**config.mk**
```make
export PLATFORM = sky130hd
export DESIGN_NAME = adc_pwrcal_seq
export DESIGN_NICKNAME = d
export VERILOG_FILES = /design/src/rtl/adc_seq_pkg.sv /design/src/rtl/adc_recal_timer.sv /design/src/rtl/adc_idle_gate.sv /design/src/rtl/adc_test_lock.sv /design/src/rtl/adc_pwr_fsm.sv /design/src/rtl/adc_pwrcal_seq.sv
export SDC_FILE = /design/constraint.sdc
export NUM_CORES = 1
export LEC_CHECK = 0
export BUFFER_PORTS_ARGS = -buffer_cell sky130_fd_sc_hd__buf_4
export CAP_MARGIN = 20
export CORE_UTILIZATION = 55
export CTS_BUF_LIST = sky130_fd_sc_hd__clkbuf_4 sky130_fd_sc_hd__clkbuf_8
export DETAILED_ROUTE_END_ITERATION = 8
export GPL_ROUTABILITY_DRIVEN = 0
export GPL_TIMING_DRIVEN = 0
export PLACE_DENSITY = 0.74
export SKIP_LAST_GASP = 1
export SLEW_MARGIN = 5
export SYNTH_ARGS = -nofsm -noshare
export SYNTH_HDL_FRONTEND = slang
export SYNTH_SLANG_ARGS = --single-unit
```
**constraint.sdc**
```tcl
create_clock -name clk_i -period 2.7 [get_ports clk_i]
set_clock_uncertainty 0.05 [all_clocks]
set_input_delay 0.54 -clock clk_i [delete_from_list [all_inputs] [get_ports clk_i]]
set_output_delay 0.54 -clock clk_i [all_outputs]
set_load 0.05 [all_outputs]
```
**src/rtl/adc_seq_pkg.sv**
```systemverilog
package adc_seq_pkg;
  typedef enum logic [2:0] {
    PS_OFF, PS_PWRUP, PS_ON, PS_STBY, PS_WAKE
  } pwr_state_e;

  function automatic logic [4:0] idle_len(input logic [1:0] sel);
    return 5'd2 << sel;
  endfunction

  function automatic logic [12:0] period_sec(input logic [1:0] rate);
    case (rate)
      2'd0:    return 13'd1;
      2'd1:    return 13'd64;
      2'd2:    return 13'd1024;
      default: return 13'd4096;
    endcase
  endfunction
endpackage

```
**src/rtl/adc_recal_timer.sv**
```systemverilog
module adc_recal_timer #(
  parameter int TICKS_PER_SEC = 32768
) (
  input  logic       clk_i,
  input  logic       rst_ni,
  input  logic       run_i,
  input  logic       tick_i,
  input  logic [1:0] rate_i,
  output logic       due_o
);
  import adc_seq_pkg::*;

  localparam int TW = (TICKS_PER_SEC > 1) ? $clog2(TICKS_PER_SEC) : 1;
  localparam logic [TW-1:0] TICK_LAST = TW'(TICKS_PER_SEC - 1);

  logic [TW-1:0] tick_cnt_q;
  logic [12:0]   sec_cnt_q;
  logic          sec_wrap;

  assign sec_wrap = tick_i && (tick_cnt_q == TICK_LAST);
  assign due_o    = run_i && sec_wrap && (sec_cnt_q >= period_sec(rate_i) - 13'd1);

  always_ff @(posedge clk_i or negedge rst_ni) begin
    if (!rst_ni) begin
      tick_cnt_q <= '0;
      sec_cnt_q  <= '0;
    end else if (!run_i) begin
      tick_cnt_q <= '0;
      sec_cnt_q  <= '0;
    end else if (tick_i) begin
      if (sec_wrap) begin
        tick_cnt_q <= '0;
        sec_cnt_q  <= due_o ? 13'd0 : sec_cnt_q + 13'd1;
      end else begin
        tick_cnt_q <= tick_cnt_q + 1'b1;
      end
    end
  end
endmodule

```
**src/rtl/adc_idle_gate.sv**
```systemverilog
module adc_idle_gate (
  input  logic       clk_i,
  input  logic       rst_ni,
  input  logic       arm_i,
  input  logic       act_i,
  input  logic [1:0] sel_i,
  output logic       fire_o
);
  import adc_seq_pkg::*;

  logic [4:0] run_q;
  logic [4:0] len;

  assign len    = idle_len(sel_i);
  assign fire_o = arm_i && (run_q >= len);

  // run of activity-free clocks, counted only while a request waits
  always_ff @(posedge clk_i or negedge rst_ni) begin
    if (!rst_ni)                 run_q <= '0;
    else if (!arm_i || act_i)    run_q <= '0;
    else if (run_q < len)        run_q <= run_q + 5'd1;
  end
endmodule

```
**src/rtl/adc_test_lock.sv**
```systemverilog
module adc_test_lock (
  input  logic clk_i,
  input  logic rst_ni,
  input  logic wr_i,
  input  logic wdata_i,
  input  logic lock_set_i,
  output logic test_en_o,
  output logic lock_o
);
  always_ff @(posedge clk_i or negedge rst_ni) begin
    if (!rst_ni) begin
      test_en_o <= 1'b0;
      lock_o    <= 1'b0;
    end else begin
      if (lock_set_i) lock_o <= 1'b1;
      if (wr_i) begin
        if (!wdata_i)     test_en_o <= 1'b0;
        else if (!lock_o) test_en_o <= 1'b1;
      end
    end
  end
endmodule

```
**src/rtl/adc_pwr_fsm.sv**
```systemverilog
module adc_pwr_fsm #(
  parameter int PWRUP_CYCLES = 32,
  parameter int WAKE_CYCLES  = 230
) (
  input  logic                    clk_i,
  input  logic                    rst_ni,
  input  logic                    enable_i,
  input  logic                    standby_i,
  input  logic                    hold_i,
  output adc_seq_pkg::pwr_state_e state_o
);
  import adc_seq_pkg::*;

  localparam int MAXC = (PWRUP_CYCLES > WAKE_CYCLES) ? PWRUP_CYCLES : WAKE_CYCLES;
  localparam int CW   = $clog2(MAXC + 1);
  localparam logic [CW-1:0] PWRUP_LAST = CW'(PWRUP_CYCLES - 1);
  localparam logic [CW-1:0] WAKE_LAST  = CW'(WAKE_CYCLES - 1);

  pwr_state_e    state_q;
  logic [CW-1:0] cnt_q;

  assign state_o = state_q;

  always_ff @(posedge clk_i or negedge rst_ni) begin
    if (!rst_ni) begin
      state_q <= PS_OFF;
      cnt_q   <= '0;
    end else if (!enable_i) begin
      state_q <= PS_OFF;
      cnt_q   <= '0;
    end else begin
      case (state_q)
        PS_OFF: begin
          state_q <= PS_PWRUP;
          cnt_q   <= '0;
        end
        PS_PWRUP: begin
          if (cnt_q == PWRUP_LAST) state_q <= PS_ON;
          else                     cnt_q   <= cnt_q + 1'b1;
        end
        PS_ON: begin
          // never drop into standby under a running calibration
          if (standby_i && !hold_i) state_q <= PS_STBY;
        end
        PS_STBY: begin
          if (!standby_i) begin
            state_q <= PS_WAKE;
            cnt_q   <= '0;
          end
        end
        PS_WAKE: begin
          if (cnt_q == WAKE_LAST) state_q <= PS_ON;
          else                    cnt_q   <= cnt_q + 1'b1;
        end
        default: state_q <= PS_OFF;
      endcase
    end
  end
endmodule

```
**src/rtl/adc_pwrcal_seq.sv**
```systemverilog
module adc_pwrcal_seq #(
  parameter int TICKS_PER_SEC = 32768,
  parameter int PWRUP_CYCLES  = 32,
  parameter int WAKE_CYCLES   = 230
) (
  input  logic       clk_i,
  input  logic       rst_ni,
  input  logic       enable_i,
  input  logic       standby_i,
  input  logic       cal_req_set_i,
  input  logic       auto_cal_en_i,
  input  logic [1:0] cal_rate_i,
  input  logic [1:0] idle_sel_i,
  input  logic       test_en_wr_i,
  input  logic       test_en_wdata_i,
  input  logic       test_lock_set_i,
  input  logic       tick_32k_i,
  input  logic       conv_busy_i,
  input  logic       cal_done_i,
  output logic       pwr_en_o,
  output logic       stby_o,
  output logic       cal_start_o,
  output logic       cal_req_o,
  output logic       cal_ready_o,
  output logic       ready_o,
  output logic [1:0] mode_o,
  output logic       test_en_o,
  output logic       test_lock_o
);
  import adc_seq_pkg::*;

  pwr_state_e state;
  logic off, on, due, launch, arm, pend;
  logic sw_req_q, per_req_q, cal_busy_q, cal_rdy_q, init_done_q;

  assign off  = !enable_i || (state == PS_OFF);
  assign on   = (state == PS_ON);
  assign pend = sw_req_q || per_req_q || !init_done_q;
  assign arm  = on && !cal_busy_q && pend;

  adc_pwr_fsm #(
    .PWRUP_CYCLES(PWRUP_CYCLES),
    .WAKE_CYCLES (WAKE_CYCLES)
  ) u_fsm (
    .clk_i    (clk_i),
    .rst_ni   (rst_ni),
    .enable_i (enable_i),
    .standby_i(standby_i),
    .hold_i   (cal_busy_q || launch),
    .state_o  (state)
  );

  adc_recal_timer #(
    .TICKS_PER_SEC(TICKS_PER_SEC)
  ) u_timer (
    .clk_i (clk_i),
    .rst_ni(rst_ni),
    .run_i (auto_cal_en_i && (state != PS_OFF)),
    .tick_i(tick_32k_i),
    .rate_i(cal_rate_i),
    .due_o (due)
  );

  adc_idle_gate u_gate (
    .clk_i (clk_i),
    .rst_ni(rst_ni),
    .arm_i (arm),
    .act_i (conv_busy_i),
    .sel_i (idle_sel_i),
    .fire_o(launch)
  );

  adc_test_lock u_lock (
    .clk_i     (clk_i),
    .rst_ni    (rst_ni),
    .wr_i      (test_en_wr_i),
    .wdata_i   (test_en_wdata_i),
    .lock_set_i(test_lock_set_i),
    .test_en_o (test_en_o),
    .lock_o    (test_lock_o)
  );

  // one launch consumes every request pending at that moment
  always_ff @(posedge clk_i or negedge rst_ni) begin
    if (!rst_ni) begin
      sw_req_q    <= 1'b0;
      per_req_q   <= 1'b0;
      cal_busy_q  <= 1'b0;
      cal_rdy_q   <= 1'b0;
      init_done_q <= 1'b0;
    end else if (off) begin
      sw_req_q    <= 1'b0;
      per_req_q   <= 1'b0;
      cal_busy_q  <= 1'b0;
      cal_rdy_q   <= 1'b0;
      init_done_q <= 1'b0;
    end else begin
      if (launch) begin
        sw_req_q   <= 1'b0;
        per_req_q  <= 1'b0;
        cal_busy_q <= 1'b1;
        cal_rdy_q  <= 1'b0;
      end else begin
        if (cal_req_set_i) sw_req_q  <= 1'b1;
        if (due)           per_req_q <= 1'b1;
        if (cal_busy_q && cal_done_i) begin
          cal_busy_q  <= 1'b0;
          cal_rdy_q   <= 1'b1;
          init_done_q <= 1'b1;
        end
      end
    end
  end

  always_comb begin
    case (state)
      PS_ON:            mode_o = 2'b10;
      PS_STBY, PS_WAKE: mode_o = 2'b01;
      default:          mode_o = 2'b00;
    endcase
  end

  assign pwr_en_o    = (state == PS_PWRUP) || on || (state == PS_WAKE);
  assign stby_o      = (state == PS_STBY);
  assign cal_start_o = launch;
  assign cal_req_o   = sw_req_q;
  assign cal_ready_o = cal_rdy_q;
  assign ready_o     = on && init_done_q;
endmodule

```
======== After elaboration in Yosys (flattened, before gate mapping) ========
Index checks and enable logic that the tools add are counted.
storage, ports and cells
  bits in registers ....................... 51
  bits of input ports ..................... 16
  output and inout bits ................... 10
  logic and storage cells ................. 115
operators by class
  add/subtract/negate cells ............... 5
  magnitude comparators ................... 3
  eq/ne operators ......................... 20
  shifts and indexed selects .............. 1
  mux-type cells .......................... 38
  reductions and logical operators ........ 36
operators with widths
  operator                                                                  count
  13-bit two-way mux                                                        4
  15-bit two-way mux                                                        3
  13-bit case mux with 3 select lines                                       1
  8-bit two-way mux                                                         4
  8-bit case mux with 4 select lines                                        1
  1-bit two-way mux                                                         16
  15-bit by 1-bit adder with 15-bit output (second input constant)          1
  15-bit equality test (second input constant)                              1
  3-bit two-way mux                                                         5
  3-bit case mux with 5 select lines                                        1
  13-bit by 1-bit adder with 13-bit output (second input constant)          1
  13-bit >= comparator                                                      1
  13-bit by 1-bit subtractor with 13-bit output (second input constant)     1
  3-bit nonzero test                                                        4
  1-bit logical AND                                                         10
  5-bit two-way mux                                                         2
  3-bit by 2-bit inequality test with 1-bit output (second input constant)  3
  3-bit inequality test (second input constant)                             3
  8-bit by 1-bit adder with 8-bit output (second input constant)            1
  8-bit by 5-bit equality test with 1-bit output (second input constant)    1
  8-bit equality test (second input constant)                               1
  2-bit inequality test (second input constant)                             4
  4-bit AND reduction                                                       2
  1-bit logical OR                                                          7
  17 further kinds                                                          25

======== Logic depth before layout (Yosys ltp) ========
Gate-level depths: netlist of the first run.
  depth after elaboration ................. 10
  gate-level depth with buffers ........... 9
  gate-level depth less buffers ........... 8

======== Modules after synthesis ========
Synthesis of the first run repeated with hierarchy kept, for this count alone.
second synthesis, totals
  cell total of the unflattened synthesis .. 363
  area total of the unflattened synthesis .. 3239.4 µm²
by module, submodules not included
  module           instances  cells an instance  area each (µm²)  seq. area each (µm²)
  adc_recal_timer  1          207                1746.7           700.7
  adc_pwr_fsm      1          84                 773.2            275.3
  adc_idle_gate    1          37                 365.4            125.1
  adc_pwrcal_seq   1          29                 279.0            125.1
  adc_test_lock    1          6                  75.1             50.0

======== Worst setup path before layout of the first run ========
No wires, ideal clock.
  kind .................................... flip-flop to output port
  from .................................... reg u_fsm.state_q[2], in the netlist u_fsm.state_o[2]
  to ...................................... out mode_o[0]
  arrival ................................. 1.953 ns
  required time ........................... 2.110 ns
  slack ................................... 0.157 ns
  cell stages (with the launch flop) ...... 5
  path buffers ............................ 1
  cells stage by stage .................... dfrtp_1 buf_4 nand2b_1 nor2_1 o21bai_1
on the way
  cells in the longest elaborated chain, start to end .. 3
  elaborated cells between the ends (all ways) .. 5
  classes of those cells .................. eq/ne (3); mux (1); reduce/logical (1)
ends and longest elaborated chain
  item                                            RTL line               text
  start: declaration                              adc_pwr_fsm.sv:19      pwr_state_e state_q;
  start signal: assignment                        adc_pwr_fsm.sv:26      state_q <= PS_OFF;
  start signal: assignment                        adc_pwr_fsm.sv:29      state_q <= PS_OFF;
  start signal: assignment                        adc_pwr_fsm.sv:34      state_q <= PS_PWRUP;
  3-bit by 2-bit equality test with 1-bit output  --
  net stby_o                                      adc_pwrcal_seq.sv:21   output logic stby_o,
  2-bit OR reduction                              adc_pwrcal_seq.sv:116  case (state)
  2-bit case mux with 2 select lines              adc_pwrcal_seq.sv:116
  end: declaration                                adc_pwrcal_seq.sv:26   output logic [1:0] mode_o,
The timed path passes the listed nets, and every way through them passes these cells.

======== Worst setup path after layout of the first run ========
  from .................................... in idle_sel_i[1]
  to ...................................... out cal_start_o
on the way
  cells in the longest elaborated chain, start to end .. 3
ends and longest elaborated chain
  item                                         RTL line              text
  start: declaration                           adc_pwrcal_seq.sv:13  input logic [1:0] idle_sel_i,
  2-bit by 2-bit << shifter with 5-bit output  adc_seq_pkg.sv:7      return 5'd2 << sel;
  5-bit >= comparator                          adc_idle_gate.sv:15   assign fire_o = arm_i && (run_q >= len);
  1-bit logical AND                            adc_idle_gate.sv:15
  end: declaration                             adc_pwrcal_seq.sv:22  output logic cal_start_o,
No other way between the ends.

==> results of run 1 <==
[logic make-up after synthesis]
group | synth area share
flops | 0.394
xor+xnor | 0.0406
simple gates | 0.276
mux | 0.00619
compound gates | 0.174
other cells | 0.00116
fa+ha+maj | 0.0657
buf+inv | 0.0414
[how the worst max path moves through the flow]
stage                                 from              endpoint  cells after the start
final                        idle_sel_i[1]           cal_start_o                      8
after global routing         cal_rate_i[0]  u_timer.sec_cnt_q[2]                     10
after CTS                    idle_sel_i[1]           cal_start_o                      8
after detailed placement     cal_rate_i[0]  u_timer.sec_cnt_q[2]                     10
after global placement       cal_rate_i[0]  u_timer.sec_cnt_q[2]                     10
after floorplan           u_fsm.state_o[2]             mode_o[0]                      4
[flip-flops by register name, summed over array words and instances, names as in the netlist]
signal              flops
u_timer.sec_cnt_q      13
cal_req_o               1
per_req_q               1
cal_busy_q              1
u_lock.test_en_o        1
u_gate.run_q            5
u_lock.lock_o           1
u_timer.tick_cnt_q     15
u_fsm.cnt_q             8
u_fsm.state_o           3
cal_ready_o             1
init_done_q             1
[worst reg2reg max path, delay by kind of cell, from the launching register on]
family,cells,cell delay (ps)
muxes,1,150
adders and majority gates,1,350
buffers and inverters,1,300
and+or+nand+nor,3,540
DFF,1,440
AOI/OAI and AO/OA,1,370
[stage by stage]
stage	std cells	hold slack [ps]	total power [mW]	utilization
2_1_floorplan	354	194	1.27	-
3_5_place_dp	451	432	1.44	0.630
5_1_grt	459	247	1.99	0.648
6_report	459	203	1.89	0.648
4_1_cts	459	231	1.90	0.646
3_3_place_gp	451	433	1.44	0.630
[placed cells by master, fill, tap and decap left out, types with 5 or more instances in the layout]
cell                       Yosys  final
sky130_fd_sc_hd__dfrtp_1      51     51
sky130_fd_sc_hd__nand2_1      46     46
sky130_fd_sc_hd__nor2_1       35     35
sky130_fd_sc_hd__buf_4         3     28
sky130_fd_sc_hd__nand4_1      18     18
sky130_fd_sc_hd__ha_1         17     17
sky130_fd_sc_hd__inv_1        15     15
sky130_fd_sc_hd__o21ai_0      15     15
sky130_fd_sc_hd__nand3_1      13     13
sky130_fd_sc_hd__a21oi_1      13     13
sky130_fd_sc_hd__nand2b_1     11     11
sky130_fd_sc_hd__xor2_1       11     11
sky130_fd_sc_hd__o211ai_2      8      8
sky130_fd_sc_hd__and3_1        6      6
sky130_fd_sc_hd__nor3_1        5      5
sky130_fd_sc_hd__buf_2         5      5
sky130_fd_sc_hd__o31ai_1       5      5
sky130_fd_sc_hd__clkbuf_8      0      5
[power by group through the flow]
stage / clock (mW) / combinational, mW / sequential [mW]
global placement: 0 / 0.592 / 0.843
detailed placement: 0 / 0.598 / 0.845
global route: 0.491 / 0.660 / 0.835
finish: 0.450 / 0.607 / 0.830
floorplan: 0 / 0.422 / 0.852
CTS: 0.464 / 0.602 / 0.830
[timing repair]
item                       in CTS  in global routing
setup endpoints to repair       1                  1
pin swaps                       0                  0
gates resized for setup         1                  2
[layout make-up]
class                      instances  area share
sequential                        51       0.353
clock buffer                       6      0.0211
inverter                          15      0.0156
tap                               72      0.0249
timing repair buffer              25      0.0519
buffer                            12      0.0215
multi-input combinational        276       0.508
clock inverter                     2     0.00346
[metal layers]
| layer | track usage | share of wire | vias to the layer above |
|---|---|---|---|
| met4 | 0.0574 | 0.0089 | 0 |
| li1 | - | - | 1351 |
| met1 | 0.328 | 0.52 | 1260 |
| met3 | 0.0414 | 0.023 | 4 |
| met5 | 0 | 0 | - |
| met2 | 0.354 | 0.44 | 35 |
==> summary.txt, run 1 <==
Power and ir drop
  • Net switching component of the power: 0.693 mW
  • Register share of total power: 0.440
  • Largest vdd supply drop: 0.000795 V
  • Power share of the clock group: 0.238
  • Cell-internal power: 1.19 mW
  • PD cells: 522 nW/µm²
  • LEAKAGE: 1.62 nW
  • Share of total power in combinational logic: 0.322
  • Net Sw Frac: 0.367

GRT
  • Maximum number of pins on one net before global-route repair: 52
  • Sum of overflow across all layers after global routing: 0
  • First-pass GRT wire length: 11200 µm
  • Via count of the first global-routing pass: 2444
  • Antenna violations before repair: 0
  • Total routing usage reported by global routing: 0.228

Setup path
  • Crit path max-delay family: simple AND/OR/NAND/NOR gates
  • Type of destination of the critical path: output port
  • Series of cell instances along the critical path: buf_4 > or2_2 > ha_1 > o21ai_0 > a211oi_2 > nand2_1 > inv_1 > buf_4
  • Cell occurring most often along the worst timing path: sky130_fd_sc_hd__buf_4
  • Reg2Reg Capture Point: u_timer.sec_cnt_q[2]
  • Kind of critical path: in -> out
  • Largest stage delay on the critical path: 290 ps
  • Crit-path max FO: 4
  • Reg2Reg Launch Point: u_timer.sec_cnt_q[11]
  • Worst path arrival time: 2000 ps
  • Flop-to-flop setup slack: 430 ps
  • Sum of buffers and inverters on the critical path: 3
  • Required time of the worst setup path: 2110 ps
  • R2R cell count: 7
  • Max stage delay cell, worst path: sky130_fd_sc_hd__or2_2
  • Sort of element at the start of the critical path: primary input

Flow run
  • Max-capacitance violation count: 0

Routing
  • # DRC: 0
  • Routed vias: 2650
  • DRT iter0 DRCs: 141
  • Post-route ant nets: 0
  • Final routed wirelength across all metal layers: 6410 µm
  • Via density per instance: 5.77
  • Routed length per placed instance: 14.0 µm
  • Total iterations of the first detailed-routing run: 4

Yosys
  • Top cells by area, synth: sky130_fd_sc_hd__dfrtp_1, sky130_fd_sc_hd__ha_1, sky130_fd_sc_hd__nand2_1, sky130_fd_sc_hd__nor2_1, sky130_fd_sc_hd__nand4_1
  • Ys flop type: sky130_fd_sc_hd__dfrtp_1
  • Total of flip-flops plus latches after synthesis: 51
  • Sequential element share of the synthesized area: 0.394
  • Avg Cell Area, Syn: 9.14 µm²
  • Area leader, netlist: sky130_fd_sc_hd__dfrtp_1
  • Post-synth top cells: sky130_fd_sc_hd__dfrtp_1, sky130_fd_sc_hd__nand2_1, sky130_fd_sc_hd__nor2_1, sky130_fd_sc_hd__nand4_1, sky130_fd_sc_hd__ha_1
  • Proportion of register bits with asynchronous set or reset after synthesis: 1.00
  • Count of flip-flops with a built-in enable after synthesis: 0
  • Area fraction of the dominant cell type after synthesis: 0.394
  • Yosys warning total: 0
  • Mapped Nets: 387
  • Cell area after synthesis: 3240 µm²
  • Netlist cell types: 66
  • Cell with the most instances after synthesis: sky130_fd_sc_hd__dfrtp_1
  • Cell count after synthesis: 354

Die
  • I/O pins: 26
  • Number of placement rows: 27
  • Area of the core region: 5570 µm²
  • Overall die area: 6190 µm²
  • Die extent in x: 78.7 µm
  • DIE HEIGHT: 78.7 µm
  • Effective utilization at floorplan: 0.580

Timing
  • Fin Setup TNS: 0 ps
  • Pins over their slew limit: 0
  • Number of failing hold endpoints at the final stage: 0
  • Setup slack after layout: 111 ps
  • Setup repair after global routing missed its margin: false
  • Final critical-path required period: 2590 ps
  • Period utilization: 0.959
  • Setup-failing EPs final: 0
  • Slew @ Worst Pin: 656 ps
  • Relative slew slack: 0.557
  • Max Fclk: 0.386 GHz

Placement
  • Pre-CTS setup slack: -12.2 ps
  • Estimated wirelength of the detail-placed design: 4590 µm
  • Port bufs: 25
  • Placement Cell Area: 3510 µm²

Layout
  • Layout Cell Area excl Fill: 3610 µm²
  • Multi-input logic area: 1840 µm²
  • Number of nets in the layout: 419
  • Footprint of the flip-flops and latches: 1280 µm²
  • Antenna fix cells: 0
  • Fraction of layout cells with a size suffix above 1: 0.181
  • Fill cell count: 485
  • Area Overhead vs Synth: 11.7%

Clocking
  • Latest clock arrival within the worst-skew pair: 300 ps
  • Number of buffers added by the clock tree synthesis step: 5
  • Clock-pin slew reported for the worst setup and hold paths after clock tree synthesis: 100 ps
  • Count of H-tree levels built during CTS: 2
  • Sink Count: 51
  • Hold buffer count at CTS: 0
  • Clock Tree Buf Depth: 2
  • Post-CTS setup-driven buffer insertion count: 0
  • Root Buffer Master: sky130_fd_sc_hd__clkbuf_8
  • CTS tree: built

Run status
  • Outcome: finished clean

Hold path
  • Class of the tightest hold or removal check: in -> async
(Power assumes the default switching activity.)
==> run 2: changes to the inputs <==
SETUP_SLACK_MARGIN = 0.15   (was default)
==> run 2 against run 1 <==
Compared with the run above:
- highest routed layer unchanged
- utilization rose by 0.65 points
- first-iteration DRC count grew 9.2%
- critical path type unchanged
- combinational power up 3.5%
- cell count increased by 0.44%
- global-route usage grew 0.075 points
- sequential share of layout area decreased by 0.35 points
- wire length is 0.53% higher
- power grew 1.4%
- worst setup slack improved by 120 ps
- register-to-register slack better by 20 ps
==> summary.txt, run 2 (synthesis results as in run 1) <==
Run status
  • Outcome: finished clean

Die
  • Effective utilization at floorplan: 0.580 (unchanged)
  • Die extent in x: 78.7 µm (unchanged)
  • Area of the core region: 5570 µm² (unchanged)
  • DIE HEIGHT: 78.7 µm (unchanged)
  • Overall die area: 6190 µm² (unchanged)
  • I/O pins: 26 (unchanged)
  • Number of placement rows: 27 (unchanged)

Timing
  • Period utilization: 0.915 (-0.0442)
  • Setup slack after layout: 230 ps (+119 ps)
  • Pins over their slew limit: 0 (unchanged)
  • Max Fclk: 0.405 GHz (+4.8%)
  • Number of failing hold endpoints at the final stage: 0 (unchanged)
  • Relative slew slack: 0.557 (unchanged)
  • Slew @ Worst Pin: 656 ps (+0.0000596 ps)
  • Worst Hold Slack: 198 ps (-5.33 ps)
  • Setup repair after global routing missed its margin: false
  • Setup-failing EPs final: 0 (unchanged)
  • Final critical-path required period: 2470 ps (-119 ps)

Layout
  • Largest registers: u_timer.tick_cnt_q: 15 flops, u_timer.sec_cnt_q: 13 flops, u_fsm.cnt_q: 8 flops
  • Footprint of the flip-flops and latches: 1280 µm² (unchanged)
  • Leading cell types in the layout, fill and taps excluded: sky130_fd_sc_hd__dfrtp_1, sky130_fd_sc_hd__nand2_1, sky130_fd_sc_hd__nor2_1, sky130_fd_sc_hd__buf_4, sky130_fd_sc_hd__nand4_1
  • Area Overhead vs Synth: 12.8%
  • Number of nets in the layout: 421 (+0.48%)
  • Fill cell count: 477 (-1.6%)
  • Final standard cell count with taps included and fillers excluded: 461 (+0.44%)
  • Multi-input logic area: 1850 µm² (+0.68%)
  • Max reg flops: 15 (unchanged)
  • Register with the most flip-flops: u_timer.tick_cnt_q
  • Antenna fix cells: 0 (unchanged)
  • Most common library cell in the layout ignoring fill and taps: sky130_fd_sc_hd__dfrtp_1
  • Fraction of layout cells with a size suffix above 1: 0.190 (+0.00935)

Routing
  • Total iterations of the first detailed-routing run: 4 (unchanged)
  • Routed vias: 2663 (+0.49%)
  • # DRC: 0 (unchanged)
  • Routed length per placed instance: 14.0 µm (about the same)
  • DRT iter0 DRCs: 154 (+9.2%)
  • Final routed wirelength across all metal layers: 6450 µm (+0.53%)
  • Post-route ant nets: 0 (unchanged)
  • Via density per instance: 5.78 (about the same)

Setup path
  • Crit-path max FO: 4 (unchanged)
  • Kind of critical path: in -> out
  • Reg2Reg Launch Point: u_timer.sec_cnt_q[11]
  • Launching element of the worst setup path: idle_sel_i[1]
  • Flop-to-flop setup slack: 450 ps (+20 ps)
  • Sort of element at the start of the critical path: primary input
  • Worst path arrival time: 1880 ps (-120 ps)
  • R2R cell count: 7 (unchanged)
  • Type of destination of the critical path: output port
  • Reg2Reg Capture Point: u_timer.sec_cnt_q[2]
  • Required time of the worst setup path: 2110 ps (about the same)

Power and ir drop
  • PD cells: 525 nW/µm² (+0.42%)
  • Cell-internal power: 1.21 mW (+1.1%)
  • Share of total power in combinational logic: 0.328 (+0.006)
  • Net Sw Frac: 0.369 (+0.00205)
  • LEAKAGE: 1.63 nW (+0.75%)
  • Power share of the clock group: 0.238 (about the same)
  • Net switching component of the power: 0.707 mW (+2.0%)
  • Register share of total power: 0.434 (-0.006)
  • Largest vdd supply drop: 0.000797 V (+0.24%)

GRT
  • Antenna violations before repair: 0 (unchanged)
  • Sum of overflow across all layers after global routing: 0 (unchanged)
  • Total routing usage reported by global routing: 0.229 (+0.000747)
  • First-pass GRT wire length: 11300 µm (+0.55%)
  • Via count of the first global-routing pass: 2459 (+0.61%)
  • Maximum number of pins on one net before global-route repair: 52 (unchanged)

Clocking
  • Count of H-tree levels built during CTS: 2 (unchanged)
  • Number of buffers added by the clock tree synthesis step: 5 (unchanged)
  • CTS tree: built
  • Clock-pin slew reported for the worst setup and hold paths after clock tree synthesis: 100 ps (about the same)
  • Sink Count: 51 (unchanged)
  • Latest clock arrival within the worst-skew pair: 300 ps (about the same)
  • Root Buffer Master: sky130_fd_sc_hd__clkbuf_8
  • Clock Tree Buf Depth: 2 (unchanged)

Placement
  • Estimated wirelength of the detail-placed design: 4590 µm (unchanged)
  • Post-Place Cells: 451 (unchanged)
  • Pre-CTS setup slack: -12.2 ps (unchanged)
  • Port bufs: 25 (unchanged)

Flow run
  • Max-capacitance violation count: 0 (unchanged)

Hold path
  • Class of the tightest hold or removal check: in -> async
## run 2: cell types whose count changed in the layout (fill, tap and decap cells not counted), sizes merged
cell / before / now
buf: 35 / 37
## run 2: stage by stage
stage | power, mW | setup TNS [ps] | utilization | area, µm²
finish | 1.91 | 0 | 0.655 | 3650
global route | 2.01 | 0 | 0.655 | 3650
CTS | 1.91 | 0 | 0.652 | 3630
detailed placement | 1.44 | -12.2 | 0.630 | 3510
global placement | 1.44 | 0 | 0.630 | 3510
floorplan | 1.27 | 0 | - | 3240
## run 2: power groups by stage
stage                     Clock (mW)  Sequential (mW)  Combinational [mW]
after floorplan                    0            0.852               0.422
after detailed placement           0            0.845               0.598
after global placement             0            0.843               0.592
final                          0.456            0.830               0.628
after CTS                      0.464            0.830               0.616
after global routing           0.490            0.835               0.681
## run 2: worst max path at each step
stage | endpoint | slack, ps | cells after the start
floorplan | mode_o[0] | 160 | 4
global placement | u_timer.sec_cnt_q[2] | 1 | 10
detailed placement | u_timer.sec_cnt_q[2] | -10 | 10
CTS | cal_start_o | 190 | 8
global route | cal_start_o | 150 | 8
finish | cal_start_o | 230 | 8
## run 2: repair_timing
item | in CTS | in global routing
setup endpoints to repair | 1 | 11
pin swaps | 1 | 1
hold buffers | 0 | 0
gates resized for setup | 5 | 5
setup buffers | 2 | 0
## run 2: area by class of cell
class | count | share of cell area
plain buffers | 12 | 0.0216
clock buffers | 6 | 0.0209
clock inverters | 2 | 0.00343
inverters | 15 | 0.0154
multi-input cells | 276 | 0.507
flip-flops and latches | 51 | 0.350
well taps | 72 | 0.0247
repair buffers | 27 | 0.0576
## run 2: worst max-delay path, cell delays in order
cell and delay (ps):
sky130_fd_sc_hd__buf_4 120, sky130_fd_sc_hd__or2_2 290, sky130_fd_sc_hd__ha_1 280, sky130_fd_sc_hd__o21ai_1 90
sky130_fd_sc_hd__a211oi_2 230, sky130_fd_sc_hd__nand2_1 110, sky130_fd_sc_hd__inv_2 80, sky130_fd_sc_hd__buf_8 140
## run 2: metal layers
metal  GRT usage  routed length, µm
met5           0                  0
met2       0.355               2850
met3      0.0379                198
met1       0.332               3340
met4      0.0574                 57
==> run 3: changes to the inputs <==
PLACE_DENSITY = 0.72   (was 0.74)
==> run 3 against run 2 <==
Compared with the run above:
- non-clock buffer count is 1 lower
- power is 1.9% lower
- highest routed layer unchanged
- critical endpoint unchanged
- wire length is 0.99% higher
==> summary.txt, run 3 (synthesis results as in run 1) <==
Layout
  • Largest registers: u_timer.tick_cnt_q: 15 flops, u_timer.sec_cnt_q: 13 flops, u_fsm.cnt_q: 8 flops
  • Fraction of layout cells with a size suffix above 1: 0.183 (-0.00677)
  • Final standard cell count with taps included and fillers excluded: 459 (-0.43%)
  • Max reg flops: 15 (unchanged)
  • Area Overhead vs Synth: 12.0%
  • Layout Cell Area excl Fill: 3620 µm² (-0.69%)
  • Most common library cell in the layout ignoring fill and taps: sky130_fd_sc_hd__dfrtp_1
  • Antenna fix cells: 0 (unchanged)
  • Register with the most flip-flops: u_timer.tick_cnt_q
  • Leading cell types in the layout, fill and taps excluded: sky130_fd_sc_hd__dfrtp_1, sky130_fd_sc_hd__nand2_1, sky130_fd_sc_hd__nor2_1, sky130_fd_sc_hd__buf_4, sky130_fd_sc_hd__nand4_1
  • Number of nets in the layout: 420 (-0.24%)

Clocking
  • CTS tree: built
  • Latest clock arrival within the worst-skew pair: 300 ps (about the same)
  • Clock Tree Buf Depth: 2 (unchanged)
  • Number of buffers added by the clock tree synthesis step: 5 (unchanged)
  • Clock-pin slew reported for the worst setup and hold paths after clock tree synthesis: 90 ps (about the same)
  • Count of H-tree levels built during CTS: 2 (unchanged)
  • Hold buffer count at CTS: 0 (unchanged)
  • Root Buffer Master: sky130_fd_sc_hd__clkbuf_8
  • Sink Count: 51 (unchanged)

GRT
  • Antenna violations before repair: 0 (unchanged)
  • Sum of overflow across all layers after global routing: 0 (unchanged)
  • Maximum number of pins on one net before global-route repair: 52 (unchanged)
  • First-pass GRT wire length: 11700 µm (+3.2%)
  • Via count of the first global-routing pass: 2667 (+8.5%)
  • Total routing usage reported by global routing: 0.234 (+0.00554)

Timing
  • Max Fclk: 0.400 GHz (-1.2%)
  • Period utilization: 0.926 (+0.0115)
  • Final critical-path required period: 2500 ps (+31.0 ps)
  • Setup repair after global routing missed its margin: true
  • Pins over their slew limit: 0 (unchanged)
  • Setup-failing EPs final: 0 (unchanged)
  • Slew @ Worst Pin: 636 ps (-19.1 ps)
  • Relative slew slack: 0.570 (+0.0129)
  • Number of failing hold endpoints at the final stage: 0 (unchanged)

Power and ir drop
  • PD cells: 518 nW/µm² (-1.2%)
  • Net switching component of the power: 0.671 mW (-5.0%)
  • Net Sw Frac: 0.357 (-0.0119)
  • Register share of total power: 0.443 (+0.009)
  • Power share of the clock group: 0.233 (-0.005)
  • Share of total power in combinational logic: 0.324 (-0.004)
  • Cell-internal power: 1.21 mW (about the same)
  • LEAKAGE: 1.63 nW (-0.13%)
  • Largest vdd supply drop: 0.000257 V (-68%)

Routing
  • Via density per instance: 5.77 (about the same)
  • # DRC: 0 (unchanged)
  • Routed length per placed instance: 14.2 µm (+1.4%)
  • Routed vias: 2649 (-0.53%)
  • Post-route ant nets: 0 (unchanged)
  • Total iterations of the first detailed-routing run: 4 (unchanged)
  • DRT iter0 DRCs: 84 (-45%)
  • Final routed wirelength across all metal layers: 6510 µm (+0.99%)

Die
  • Effective utilization at floorplan: 0.580 (unchanged)
  • DIE HEIGHT: 78.7 µm (unchanged)
  • Die extent in x: 78.7 µm (unchanged)
  • Area of the core region: 5570 µm² (unchanged)
  • Number of placement rows: 27 (unchanged)
  • Overall die area: 6190 µm² (unchanged)
  • I/O pins: 26 (unchanged)

Setup path
  • Crit-path max FO: 4 (unchanged)
  • Worst path arrival time: 1910 ps (+30 ps)
  • Required time of the worst setup path: 2110 ps (about the same)
  • Kind of critical path: in -> out
  • Sort of element at the start of the critical path: primary input
  • Type of destination of the critical path: output port

Placement
  • Port bufs: 25 (unchanged)
  • Post-Place Cells: 451 (unchanged)
  • Estimated wirelength of the detail-placed design: 4740 µm (+3.3%)
  • Placement Cell Area: 3510 µm² (unchanged)

Flow run
  • Max-capacitance violation count: 0 (unchanged)

Hold path
  • Class of the tightest hold or removal check: in -> async

Run status
  • Outcome: finished clean
-- run 3: layer usage --
metal	GRT usage	vias up	part of all wire
met5	0	-	0
met2	0.406	31	0.48
met3	0.0414	8	0.033
met4	0.0722	0	0.012
met1	0.296	1257	0.47
li1	-	1353	-
-- run 3: final timing paths --
check	from	endpoint	slack [ps]	depth (start not counted)
max	idle_sel_i[1]	cal_start_o	200	8
min	rst_ni	u_timer.sec_cnt_q[12]	200	1
max reg2reg	u_timer.sec_cnt_q[11]	u_timer.sec_cnt_q[2]	410	7
min reg2reg	u_timer.tick_cnt_q[14]	u_timer.tick_cnt_q[14]	450	2
max in group asynchronous	rst_ni	u_timer.tick_cnt_q[2]	1970	1
min in group clk_i	test_en_wr_i	u_lock.test_en_o	370	2
-- run 3: area by class of cell --
| class | instances | area (µm²) |
|---|---|---|
| Inverter | 15 | 56.3 |
| Multi-Input combinational cell | 276 | 1840 |
| Sequential cell | 51 | 1280 |
| Timing Repair Buffer | 26 | 199 |
| Clock buffer | 6 | 82.6 |
| Fill cell | 505 | 1950 |
| Clock inverter | 1 | 5.00 |
| Tap cell | 72 | 90.1 |
| Buffer | 12 | 78.8 |
-- run 3: stage by stage --
step                      setup WS [ps]  hold slack (ps)  TNS (ps)  utilization  power, mW
after floorplan                     157              194         0            -       1.27
after global placement             7.19              422         0        0.630       1.44
after detailed placement          -57.1              428      -416        0.630       1.45
after CTS                           185              231         0        0.649       1.89
after global routing               84.1              265         0        0.650       2.00
final                               199              202         0        0.650       1.88
-- run 3: worst max-delay path, cell delays in order --
cell and delay [ps]:
sky130_fd_sc_hd__buf_4 120, sky130_fd_sc_hd__or2_2 290, sky130_fd_sc_hd__ha_1 270, sky130_fd_sc_hd__o21ai_1 90, sky130_fd_sc_hd__a211oi_2 270, sky130_fd_sc_hd__nand2_1 100
sky130_fd_sc_hd__inv_1 80, sky130_fd_sc_hd__buf_6 150
-- run 3: power groups by stage --
stage | clock [mW] | sequential (mW) | combinational, mW
after global routing | 0.491 | 0.838 | 0.673
after detailed placement | 0 | 0.846 | 0.600
after global placement | 0 | 0.845 | 0.593
after CTS | 0.454 | 0.832 | 0.609
final | 0.438 | 0.832 | 0.609
after floorplan | 0 | 0.852 | 0.422
-- run 3: timing repair --
item | in CTS | in global routing
endpoints found under the setup margin | 1 | 11
endpoints found under the hold margin | 0 | 0
gates resized for setup | 4 | 3
buffers inserted | 1 | 0
pin swaps | 1 | 0
